--- config.mk ---
export PLATFORM = sky130hd
export DESIGN_NAME = xon_xoff_tracker
export DESIGN_NICKNAME = d
export VERILOG_FILES = /design/src/rtl/xfc_pkg.sv /design/src/rtl/xfc_pair_seq.sv /design/src/rtl/xfc_control.sv /design/src/rtl/xfc_datapath.sv /design/src/rtl/xon_xoff_tracker.sv
export SDC_FILE = /design/constraint.sdc
export NUM_CORES = 1
export LEC_CHECK = 0
export ABC_CLOCK_PERIOD_IN_PS = 1900
export BUFFER_PORTS_ARGS = -buffer_cell sky130_fd_sc_hd__buf_2
export CORE_UTILIZATION = 40
export CTS_CLUSTER_SIZE = 16
export DETAILED_ROUTE_END_ITERATION = 12
export REMOVE_ABC_BUFFERS = 1
export SLEW_MARGIN = 10
export SYNTH_ARGS = -nofsm -noshare
export SYNTH_HDL_FRONTEND = slang
export SYNTH_SLANG_ARGS = --single-unit
--- constraint.sdc ---
create_clock -name clk -period 1.9 [get_ports clk]
set_input_delay 0.38 -clock clk [delete_from_list [all_inputs] [get_ports clk]]
set_output_delay 0.38 -clock clk [all_outputs]
set_load 0.005 [all_outputs]
--- src/rtl/xfc_pkg.sv ---
package xfc_pkg;

  typedef struct packed {
    logic on1;
    logic on2;
    logic off1;
    logic off2;
  } xfcMatch_t;

  typedef struct packed {
    logic txOn;
    logic txOff;
    logic rxOn;
    logic rxOff;
    logic rdClr;
    logic flushAll;
  } xfcStrobes_t;

  typedef enum logic [1:0] {
    HUNT     = 2'd0,
    HALF_ON  = 2'd1,
    HALF_OFF = 2'd2
  } pairState_t;

  localparam int NUM_CHARS = 4;
  localparam int SEL_ON1   = 0;
  localparam int SEL_ON2   = 1;
  localparam int SEL_OFF1  = 2;
  localparam int SEL_OFF2  = 3;

endpackage

--- src/rtl/xfc_pair_seq.sv ---
module xfc_pair_seq
  import xfc_pkg::*;
(
  input  logic      clk,
  input  logic      rstN,
  input  logic      enable,
  input  logic      pairMode,
  input  logic      valid,
  input  xfcMatch_t match,
  output logic      evOn,
  output logic      evOff
);

  pairState_t state, stateNxt;
  logic onRaw, offRaw;

  always_comb begin
    onRaw    = 1'b0;
    offRaw   = 1'b0;
    stateNxt = state;
    if (!pairMode) begin
      stateNxt = HUNT;
      if (valid) begin
        offRaw = match.off1;
        onRaw  = match.on1 && !match.off1;
      end
    end else if (valid) begin
      if (state == HALF_ON && match.on2) begin
        onRaw    = 1'b1;
        stateNxt = HUNT;
      end else if (state == HALF_OFF && match.off2) begin
        offRaw   = 1'b1;
        stateNxt = HUNT;
      end else if (match.off1) begin
        stateNxt = HALF_OFF;
      end else if (match.on1) begin
        stateNxt = HALF_ON;
      end else begin
        stateNxt = HUNT;
      end
    end
  end

  assign evOn  = enable && onRaw;
  assign evOff = enable && offRaw;

  always_ff @(posedge clk or negedge rstN) begin
    if (!rstN)                   state <= HUNT;
    else if (!enable || !pairMode) state <= HUNT;
    else                         state <= stateNxt;
  end

  // a single byte yields at most one event kind
  a_r6_one_kind: assert property (@(posedge clk) disable iff (!rstN)
    !(evOn && evOff));

  // disabling forgets any half-received pair
  a_r9_forget_half: assert property (@(posedge clk) disable iff (!rstN)
    !enable |=> state == HUNT);

  // a pair-mode event always completes a pending half
  a_r4_pair_from_half: assert property (@(posedge clk) disable iff (!rstN)
    (pairMode && (evOn || evOff)) |-> state != HUNT);

endmodule

--- src/rtl/xfc_control.sv ---
module xfc_control
  import xfc_pkg::*;
(
  input  logic        clk,
  input  logic        rstN,
  input  logic        flowEn,
  input  logic        pairMode,
  input  logic        txValid,
  input  logic        rxValid,
  input  logic        statusRd,
  input  xfcMatch_t   txMatch,
  input  xfcMatch_t   rxMatch,
  output xfcStrobes_t strobes
);

  localparam int NUM_DIRS = 2;

  logic      validArr [NUM_DIRS];
  xfcMatch_t matchArr [NUM_DIRS];
  logic      evOnArr  [NUM_DIRS];
  logic      evOffArr [NUM_DIRS];

  assign validArr[0] = txValid;
  assign validArr[1] = rxValid;
  assign matchArr[0] = txMatch;
  assign matchArr[1] = rxMatch;

  for (genvar d = 0; d < NUM_DIRS; d++) begin : g_dir
    xfc_pair_seq u_seq (
      .clk      (clk),
      .rstN     (rstN),
      .enable   (flowEn),
      .pairMode (pairMode),
      .valid    (validArr[d]),
      .match    (matchArr[d]),
      .evOn     (evOnArr[d]),
      .evOff    (evOffArr[d])
    );
  end

  always_comb begin
    strobes.txOn     = evOnArr[0];
    strobes.txOff    = evOffArr[0];
    strobes.rxOn     = evOnArr[1];
    strobes.rxOff    = evOffArr[1];
    strobes.rdClr    = statusRd;
    strobes.flushAll = !flowEn;
  end

  // no event strobe while flow control is disabled
  a_r9_no_event_off: assert property (@(posedge clk) disable iff (!rstN)
    !flowEn |-> !(strobes.txOn || strobes.txOff || strobes.rxOn || strobes.rxOff));

  // no event without a valid byte in that direction
  a_r13_tx_needs_valid: assert property (@(posedge clk) disable iff (!rstN)
    (strobes.txOn || strobes.txOff) |-> txValid);
  a_r13_rx_needs_valid: assert property (@(posedge clk) disable iff (!rstN)
    (strobes.rxOn || strobes.rxOff) |-> rxValid);

endmodule

--- src/rtl/xfc_datapath.sv ---
module xfc_datapath
  import xfc_pkg::*;
#(
  parameter int              CHAR_W     = 8,
  parameter int              STAT_W     = 8,
  parameter logic [CHAR_W-1:0] RST_ON_CHAR  = 8'h11,
  parameter logic [CHAR_W-1:0] RST_OFF_CHAR = 8'h13
) (
  input  logic              clk,
  input  logic              rstN,
  input  logic              cfgWrEn,
  input  logic [1:0]        cfgSel,
  input  logic [CHAR_W-1:0] cfgData,
  input  logic [CHAR_W-1:0] txData,
  input  logic [CHAR_W-1:0] rxData,
  input  xfcStrobes_t       strobes,
  output xfcMatch_t         txMatch,
  output xfcMatch_t         rxMatch,
  output logic [STAT_W-1:0] statusOut,
  output logic [3:0]        pulses
);

  localparam int EVT_BITS = 4;
  localparam int PAD_W    = STAT_W - EVT_BITS;

  logic [CHAR_W-1:0] ctrlChar [NUM_CHARS];
  logic [EVT_BITS-1:0] stat;
  logic [EVT_BITS-1:0] statNxt;

  // character registers
  for (genvar c = 0; c < NUM_CHARS; c++) begin : g_char
    localparam logic [CHAR_W-1:0] RST_VAL =
      (c == SEL_ON1 || c == SEL_ON2) ? RST_ON_CHAR : RST_OFF_CHAR;
    always_ff @(posedge clk or negedge rstN) begin
      if (!rstN)                                ctrlChar[c] <= RST_VAL;
      else if (cfgWrEn && (int'(cfgSel) == c))  ctrlChar[c] <= cfgData;
    end
  end

  // comparators, one set per direction
  function automatic xfcMatch_t cmpByte(input logic [CHAR_W-1:0] b,
                                        input logic [CHAR_W-1:0] on1,
                                        input logic [CHAR_W-1:0] on2,
                                        input logic [CHAR_W-1:0] off1,
                                        input logic [CHAR_W-1:0] off2);
    xfcMatch_t m;
    m.on1  = (b == on1);
    m.on2  = (b == on2);
    m.off1 = (b == off1);
    m.off2 = (b == off2);
    return m;
  endfunction

  assign txMatch = cmpByte(txData, ctrlChar[SEL_ON1], ctrlChar[SEL_ON2],
                           ctrlChar[SEL_OFF1], ctrlChar[SEL_OFF2]);
  assign rxMatch = cmpByte(rxData, ctrlChar[SEL_ON1], ctrlChar[SEL_ON2],
                           ctrlChar[SEL_OFF1], ctrlChar[SEL_OFF2]);

  // per-direction last-event update: event beats read, read beats hold
  function automatic logic [1:0] dirUpdate(input logic [1:0] cur,
                                           input logic evOn, input logic evOff,
                                           input logic rd);
    if (evOff)     return 2'b01;
    else if (evOn) return 2'b10;
    else if (rd)   return 2'b00;
    else           return cur;
  endfunction

  always_comb begin
    statNxt[3:2] = dirUpdate(stat[3:2], strobes.txOn, strobes.txOff, strobes.rdClr);
    statNxt[1:0] = dirUpdate(stat[1:0], strobes.rxOn, strobes.rxOff, strobes.rdClr);
  end

  always_ff @(posedge clk or negedge rstN) begin
    if (!rstN) begin
      stat   <= '0;
      pulses <= '0;
    end else if (strobes.flushAll) begin
      stat   <= '0;
      pulses <= '0;
    end else begin
      stat   <= statNxt;
      pulses <= {strobes.txOn, strobes.txOff, strobes.rxOn, strobes.rxOff};
    end
  end

  assign statusOut = {{PAD_W{1'b0}}, stat};

  // never both kinds recorded in one direction
  a_r6_tx_exclusive: assert property (@(posedge clk) disable iff (!rstN)
    !(stat[3] && stat[2]));
  a_r6_rx_exclusive: assert property (@(posedge clk) disable iff (!rstN)
    !(stat[1] && stat[0]));

  // disable empties the status field
  a_r9_flush: assert property (@(posedge clk) disable iff (!rstN)
    strobes.flushAll |=> stat == '0);

  // a read with no event clears every bit
  a_r7_read_clears: assert property (@(posedge clk) disable iff (!rstN)
    (strobes.rdClr && !(strobes.txOn || strobes.txOff || strobes.rxOn || strobes.rxOff))
      |=> stat == '0);

  // an event survives a simultaneous read
  a_r8_rx_on_wins: assert property (@(posedge clk) disable iff (!rstN)
    (strobes.rxOn && !strobes.flushAll) |=> stat[1]);
  a_r8_tx_off_wins: assert property (@(posedge clk) disable iff (!rstN)
    (strobes.txOff && !strobes.flushAll) |=> stat[2]);

  // a pulse accompanies its set bit, one kind per direction
  a_r12_pulse_bit: assert property (@(posedge clk) disable iff (!rstN)
    (pulses & ~stat) == '0);
  a_r12_pulse_kind: assert property (@(posedge clk) disable iff (!rstN)
    $onehot0(pulses[3:2]) && $onehot0(pulses[1:0]));

  // status holds when nothing happens
  a_r13_hold: assert property (@(posedge clk) disable iff (!rstN)
    !(strobes.txOn || strobes.txOff || strobes.rxOn || strobes.rxOff ||
      strobes.rdClr || strobes.flushAll) |=> $stable(stat));

endmodule

--- src/rtl/xon_xoff_tracker.sv ---
module xon_xoff_tracker
  import xfc_pkg::*;
#(
  parameter int CHAR_W = 8,
  parameter int STAT_W = 8
) (
  input  logic              clk,
  input  logic              rstN,
  input  logic              flowEn,
  input  logic              pairMode,
  input  logic              cfgWrEn,
  input  logic [1:0]        cfgSel,
  input  logic [CHAR_W-1:0] cfgData,
  input  logic              txValid,
  input  logic [CHAR_W-1:0] txData,
  input  logic              rxValid,
  input  logic [CHAR_W-1:0] rxData,
  input  logic              statusRd,
  output logic [STAT_W-1:0] statusOut,
  output logic              txOnPulse,
  output logic              txOffPulse,
  output logic              rxOnPulse,
  output logic              rxOffPulse
);

  xfcStrobes_t strobes;
  xfcMatch_t   txMatch, rxMatch;
  logic [3:0]  pulses;

  xfc_control u_ctrl (
    .clk      (clk),
    .rstN     (rstN),
    .flowEn   (flowEn),
    .pairMode (pairMode),
    .txValid  (txValid),
    .rxValid  (rxValid),
    .statusRd (statusRd),
    .txMatch  (txMatch),
    .rxMatch  (rxMatch),
    .strobes  (strobes)
  );

  xfc_datapath #(
    .CHAR_W (CHAR_W),
    .STAT_W (STAT_W)
  ) u_dp (
    .clk       (clk),
    .rstN      (rstN),
    .cfgWrEn   (cfgWrEn),
    .cfgSel    (cfgSel),
    .cfgData   (cfgData),
    .txData    (txData),
    .rxData    (rxData),
    .strobes   (strobes),
    .txMatch   (txMatch),
    .rxMatch   (rxMatch),
    .statusOut (statusOut),
    .pulses    (pulses)
  );

  assign {txOnPulse, txOffPulse, rxOnPulse, rxOffPulse} = pulses;

endmodule

# --- Yosys cells after proc, flatten, opt, wreduce, memory -nomap -nowiden ---
# Index checks and enable logic that the tools add are counted.
# W data, S select, Z words.
totals:
  regBits: 44
op_classes:
  eq_ne: 19
  reduce_logical: 20
  mux: 39
ops:
  columns: ["operator", "count"]
  rows:
  - ["$eq A8 B8 Y1", 8]
  - ["$mux W2", 17]
  - ["$mux W1", 20]
  - ["$logic_and A1 B1 Y1", 14]
  - ["$eq A2 B2 Y1 const B", 4]
  - ["$mux W4", 2]
  - ["$ne A4 B1 Y1 const B", 2]
  - ["$eq A2 B1 Y1 const B", 3]
  - ["$ne A3 B1 Y1 const B", 2]
  - ["$logic_not A1 Y1", 4]
  - ["$logic_not A2 Y1", 1]
  - ["$logic_or A1 B1 Y1", 1]

# --- Longest topological paths before layout ---
logic_depth:
  ltp_word: 9
  ltp_mapped: 6
  mapped_depth_nobuf: 5

# --- Cells and area by module ---
# Synthesis repeated with hierarchy kept, for this count alone.
hier_totals:
  hier_cells: 240
  area_unflattened_um2: 2607.5
by_module_without_submodules:
  columns: ["mod", "area_each_um2", "cells_each", "n_inst"]
  rows:
  - ["xfc_datapath", 2283.4, 200, 1]
  - ["xfc_pair_seq", 156.4, 19, 2]
  - ["xfc_control", 11.3, 2, 1]

# --- Least setup slack after synthesis ---
# No wires, ideal clock.
synth_path:
  path_type: "register to register"
  from: "reg u_dp.ctrlChar[8] (netlist bit)"
  to: "reg u_ctrl.g_dir[0].u_seq.state[1]"
  path_stages_with_launch: 6
  n_path_buf: 0
  setup_time_ns: 0.074
  arrival_time_ns: 1.419
  synth_period_minus_slack_ns: 1.493
  setup_slack_ns: 0.407
  path_cell_list: "dfstp_2 -> xor2_1 -> nor4_2 -> nand2_1 -> or3_1 -> o21ai_2"
synth_via:
  elab_chain_len: 7
synth_lines:
  columns: ["item", "line", "rtl"]
  rows:
  - ["start, declared", "xfc_datapath.sv:26", "logic [CHAR_W-1:0] ctrlChar [NUM_CHARS];"]
  - ["$eq A8 B8 Y1", "xfc_datapath.sv:49", "m.off1 = (b == off1);"]
  - ["$mux W2", "xfc_pair_seq.sv:34", "end else if (match.off1) begin"]
  - ["$mux W2", "xfc_pair_seq.sv:31", "end else if (state == HALF_OFF && match.off2) begin"]
  - ["$mux W2", "xfc_pair_seq.sv:28", "if (state == HALF_ON && match.on2) begin"]
  - ["$mux W2", "xfc_pair_seq.sv:27", "end else if (valid) begin"]
  - ["$mux W2", "xfc_pair_seq.sv:21", "if (!pairMode) begin"]
  - ["$mux W2", "xfc_pair_seq.sv:49", "else if (!enable || !pairMode) state <= HUNT;"]
  - ["end signal, assigned", "xfc_pair_seq.sv:50", "else state <= stateNxt;"]
  - ["end, declared", "xfc_pair_seq.sv:14", "pairState_t state, stateNxt;"]
# Every way passes these cells. The select of a mux whose other input is x is not followed.
# A chain may end at the register's enable or synchronous reset.

# --- Worst setup path in the final report ---
layout_path:
  from: "reg u_dp.ctrlChar[12] (netlist bit)"
  to: "reg u_dp.stat[1]"
layout_via:
  elab_chain_len: 9
layout_lines:
  columns: ["item", "line", "rtl"]
  rows:
  - ["$eq A8 B8 Y1 (*)", "xfc_datapath.sv:49", null]
  - ["$logic_not A1 Y1", "xfc_pair_seq.sv:25", "onRaw = match.on1 && !match.off1;"]
  - ["$logic_and A1 B1 Y1", "xfc_pair_seq.sv:25", null]
  - ["$mux W1", "xfc_pair_seq.sv:23", "if (valid) begin"]
  - ["$mux W1", "xfc_pair_seq.sv:21", null]
  - ["$logic_and A1 B1 Y1", "xfc_pair_seq.sv:44", "assign evOn = enable && onRaw;"]
  - ["$mux W2", "xfc_datapath.sv:64", "else if (evOn) return 2'b10;"]
  - ["$mux W2", "xfc_datapath.sv:63", "if (evOff) return 2'b01;"]
  - ["$mux W4", "xfc_datapath.sv:78", "end else if (strobes.flushAll) begin"]
  - ["end signal, assigned", "xfc_datapath.sv:82", "stat <= statNxt;"]
  - ["end, declared", "xfc_datapath.sv:27", "logic [EVT_BITS-1:0] stat;"]
# Mark *: on every way between the ends. The rest lies on a longest branch, timed or not.

==> results_dict.tcl <==
set metrics [dict create \
    outcome "finished clean" \
    num_vias 1864 \
    drc 0 \
    io_pins 46 \
    cp_max_fo 3 \
    place_congestion 0.796 \
    grt_overflow_total 0 \
    hp-class "in2async" \
    power_mw 2.46 \
    hpwlAfterDp_um 4730 \
    period_share_pct 88.2 \
    drv_slew 0 \
    ctsHoldBuffers 0 \
    postSynthAreaPerCell_sq_um 11.1 \
    synthCells 232 \
    yosysSeqAreaShare_pct 43.2 \
    powerDensity_nw_per_um2 828 \
    post_cts_buffers 0 \
    htree_levels 2 \
    synth_ff_type "dfrtp_1" \
    wl_um 5920 \
    initial_core_util_pct 42.5 \
    clk_latency_ns 0.30 \
    die_h_um 82.3 \
    slowest_stage "dfstp_2" \
    maxCapViolations 0 \
    postRouteAntennaNets 0 \
    grt_usage_pct 19.6 \
    relSlewSlack_pct 61.5 \
    dr.first_iter.drc_count 81 \
    fmax_mhz 597 \
    skew_ns 0.0119 \
    worst_pin_slew_ns 0.576 \
    synth.distinct_cells 37 \
    die_area_sq_um 6770 \
    worstPathRequired_ns 2.09 \
    setup_viol 0 \
    ir_drop_mv 0.453 \
    synth_warnings 0 \
    antenna_found_initial 0 \
    grt_pass1_wl_um 9650 \
    rows 28 \
    drive_gt1_share_pct 35.9 \
    cts_made_buffers 5 \
    critPathMaxStageDelay_ns 0.56 \
    port_buffers 41 \
    ys_ff_latch 44 \
    end_kind "flip-flop" \
    synth_top_cell_by_area "dfrtp_1" \
    clockBufferDepth 2 \
    first_pass_iters 4 \
    r2r_setup_slack_ns 0.22 \
    worstPathArrival_ns 1.87 \
    grt_max_degree 24 \
    worstPathCellList "xnor2_1 -> nand4_1 -> o211ai_1 -> o22ai_1 -> o211a_1" \
    syn_to_final_growth_pct 15.3 \
    synth.most_common_cell "dfrtp_1" \
    grt_pass1_vias 1856 \
    final_nets 314 \
    core_area_sq_um 6060 \
    p_leak_nw 1.27 \
    clk_pin_slew_worst_paths_ns 0.09 \
    synth-edff-count 0 \
    synth_top_area_share_pct 33.0 \
    crit_type "reg2reg" \
    via_per_inst 5.24 \
    fin_crit_ns 1.68 \
    cts_resized 0 \
    clock-sinks 44 \
    netlist_top_cells_area "dfrtp_1 33%, mux2_2 14%, xor2_1 11%, dfstp_2 10%, xnor2_1 9.8%" \
    fp.dieW_um 82.3 \
    async_reset_ff_share_pct 100 \
    netlist_area_sq_um 2580 \
    cts_tree "yes" \
    hold_viol 0 \
    avgRoutedWirePerCell_um 16.6 \
    start_kind "flip-flop" \
    n_antenna_cell 0 \
    rsz0062_at_grt "false" \
    synth_commonest_cells "34 x dfrtp_1, 32 x mux2_2, 32 x xor2_1" \
    setup-tns-final_ns 0 \
    cts.root.buffer_cell "clkbuf_8" \
]
[power by group]
part / total, mW / switching [mW] / internal, mW / leakage (nW)
clock network: 0.592 / 0.330 / 0.262 / 0.0414
registers: 1.25 / 0.152 / 1.10 / 0.533
logic: 0.622 / 0.299 / 0.323 / 0.699
[per-layer routing]
metal	wire [um]	GRT usage, %	up-vias
li1	-	-	902
met1	2870	27.2	913
met2	2770	31.2	44
met3	218	4.07	5
met4	60	4.91	0
met5	0	0	-
[worst max-delay path, delay by kind of cell, from the launching register on]
kind | cells | cell delay, ns
AO/OA/AOI/OAI | 3 | 0.68
XOR/XNOR | 1 | 0.13
flip-flops | 1 | 0.56
AND/OR/NAND/NOR | 1 | 0.19
[cell usage in the layout, fill, tap and decap left out, types with 2 or more instances in the layout]
cell | Yosys | layout
nand3b_1 | 3 | 3
nand4_1 | 9 | 9
o211ai_1 | 2 | 2
or3_1 | 2 | 2
nand2_1 | 15 | 15
dfstp_2 | 10 | 10
nor3b_1 | 2 | 2
a21oi_1 | 2 | 2
nor4_1 | 7 | 7
nor3_1 | 3 | 3
o21ai_0 | 4 | 4
conb_1 | 1 | 4
xor2_1 | 32 | 32
nor2b_1 | 2 | 2
buf_4 | 4 | 2
nand2b_1 | 4 | 4
a211oi_2 | 2 | 2
nand3_1 | 7 | 7
buf_2 | 1 | 41
clkbuf_8 | 0 | 5
xnor2_1 | 29 | 29
inv_1 | 6 | 6
o31ai_1 | 2 | 2
nor2_1 | 4 | 4
dfrtp_1 | 34 | 34
nor4_2 | 2 | 2
mux2_2 | 32 | 32
[logic make-up after synthesis]
logic type             Yosys count  synth area share [%]
buffers and inverters           12                  2.38
other                            1                 0.145
AO/OA/AOI/OAI                   19                  5.58
flip-flops                      44                  43.2
XOR/XNOR                        61                  20.7
AND/OR/NAND/NOR                 63                  14.0
multiplexers                    32                  14.0
[flip-flops by register name (all words and copies together), names as in the netlist]
| name | count |
|---|---|
| u_dp.ctrlChar | 32 |
| u_ctrl.g_dir.u_seq.state | 4 |
| u_dp.pulses | 4 |
| u_dp.stat | 4 |
[final timing paths]
check	start	end	depth (start not counted)
min	rstN	u_dp.ctrlChar[19]	1
min in group clk	cfgData[6]	u_dp.ctrlChar[6]	2
max	u_dp.ctrlChar[12]	u_dp.stat[1]	5
max in group asynchronous	rstN	u_dp.ctrlChar[0]	2
min reg2reg	u_ctrl.g_dir[0].u_seq.state[1]	u_ctrl.g_dir[0].u_seq.state[1]	2
max reg2reg	u_dp.ctrlChar[12]	u_dp.stat[1]	5
[stage by stage]
stage	worst slack (ns)	util (%)	cells	cell area, sq um	hold WS, ns
after floorplan	0.407	-	229	2550	0.0844
after global placement	0.154	47.6	348	2890	0.382
after detailed placement	0.154	47.6	348	2890	0.395
after CTS	0.225	49.1	356	2970	0.0632
after global routing	0.0881	49.1	356	2970	0.0704
final	0.224	49.1	356	2970	0.0431
[area by class of cell]
class | instances | area, sq um
Inverter | 6 | 22.5
Clock buffer | 6 | 72.6
Tap cell | 75 | 93.8
Fill cell | 608 | 3090
Clock inverter | 2 | 16.3
Multi-Input combinational cell | 179 | 1420
Timing Repair Buffer | 44 | 240
Sequential cell | 44 | 1110
Note: power is estimated with default switching activity, not from simulation.
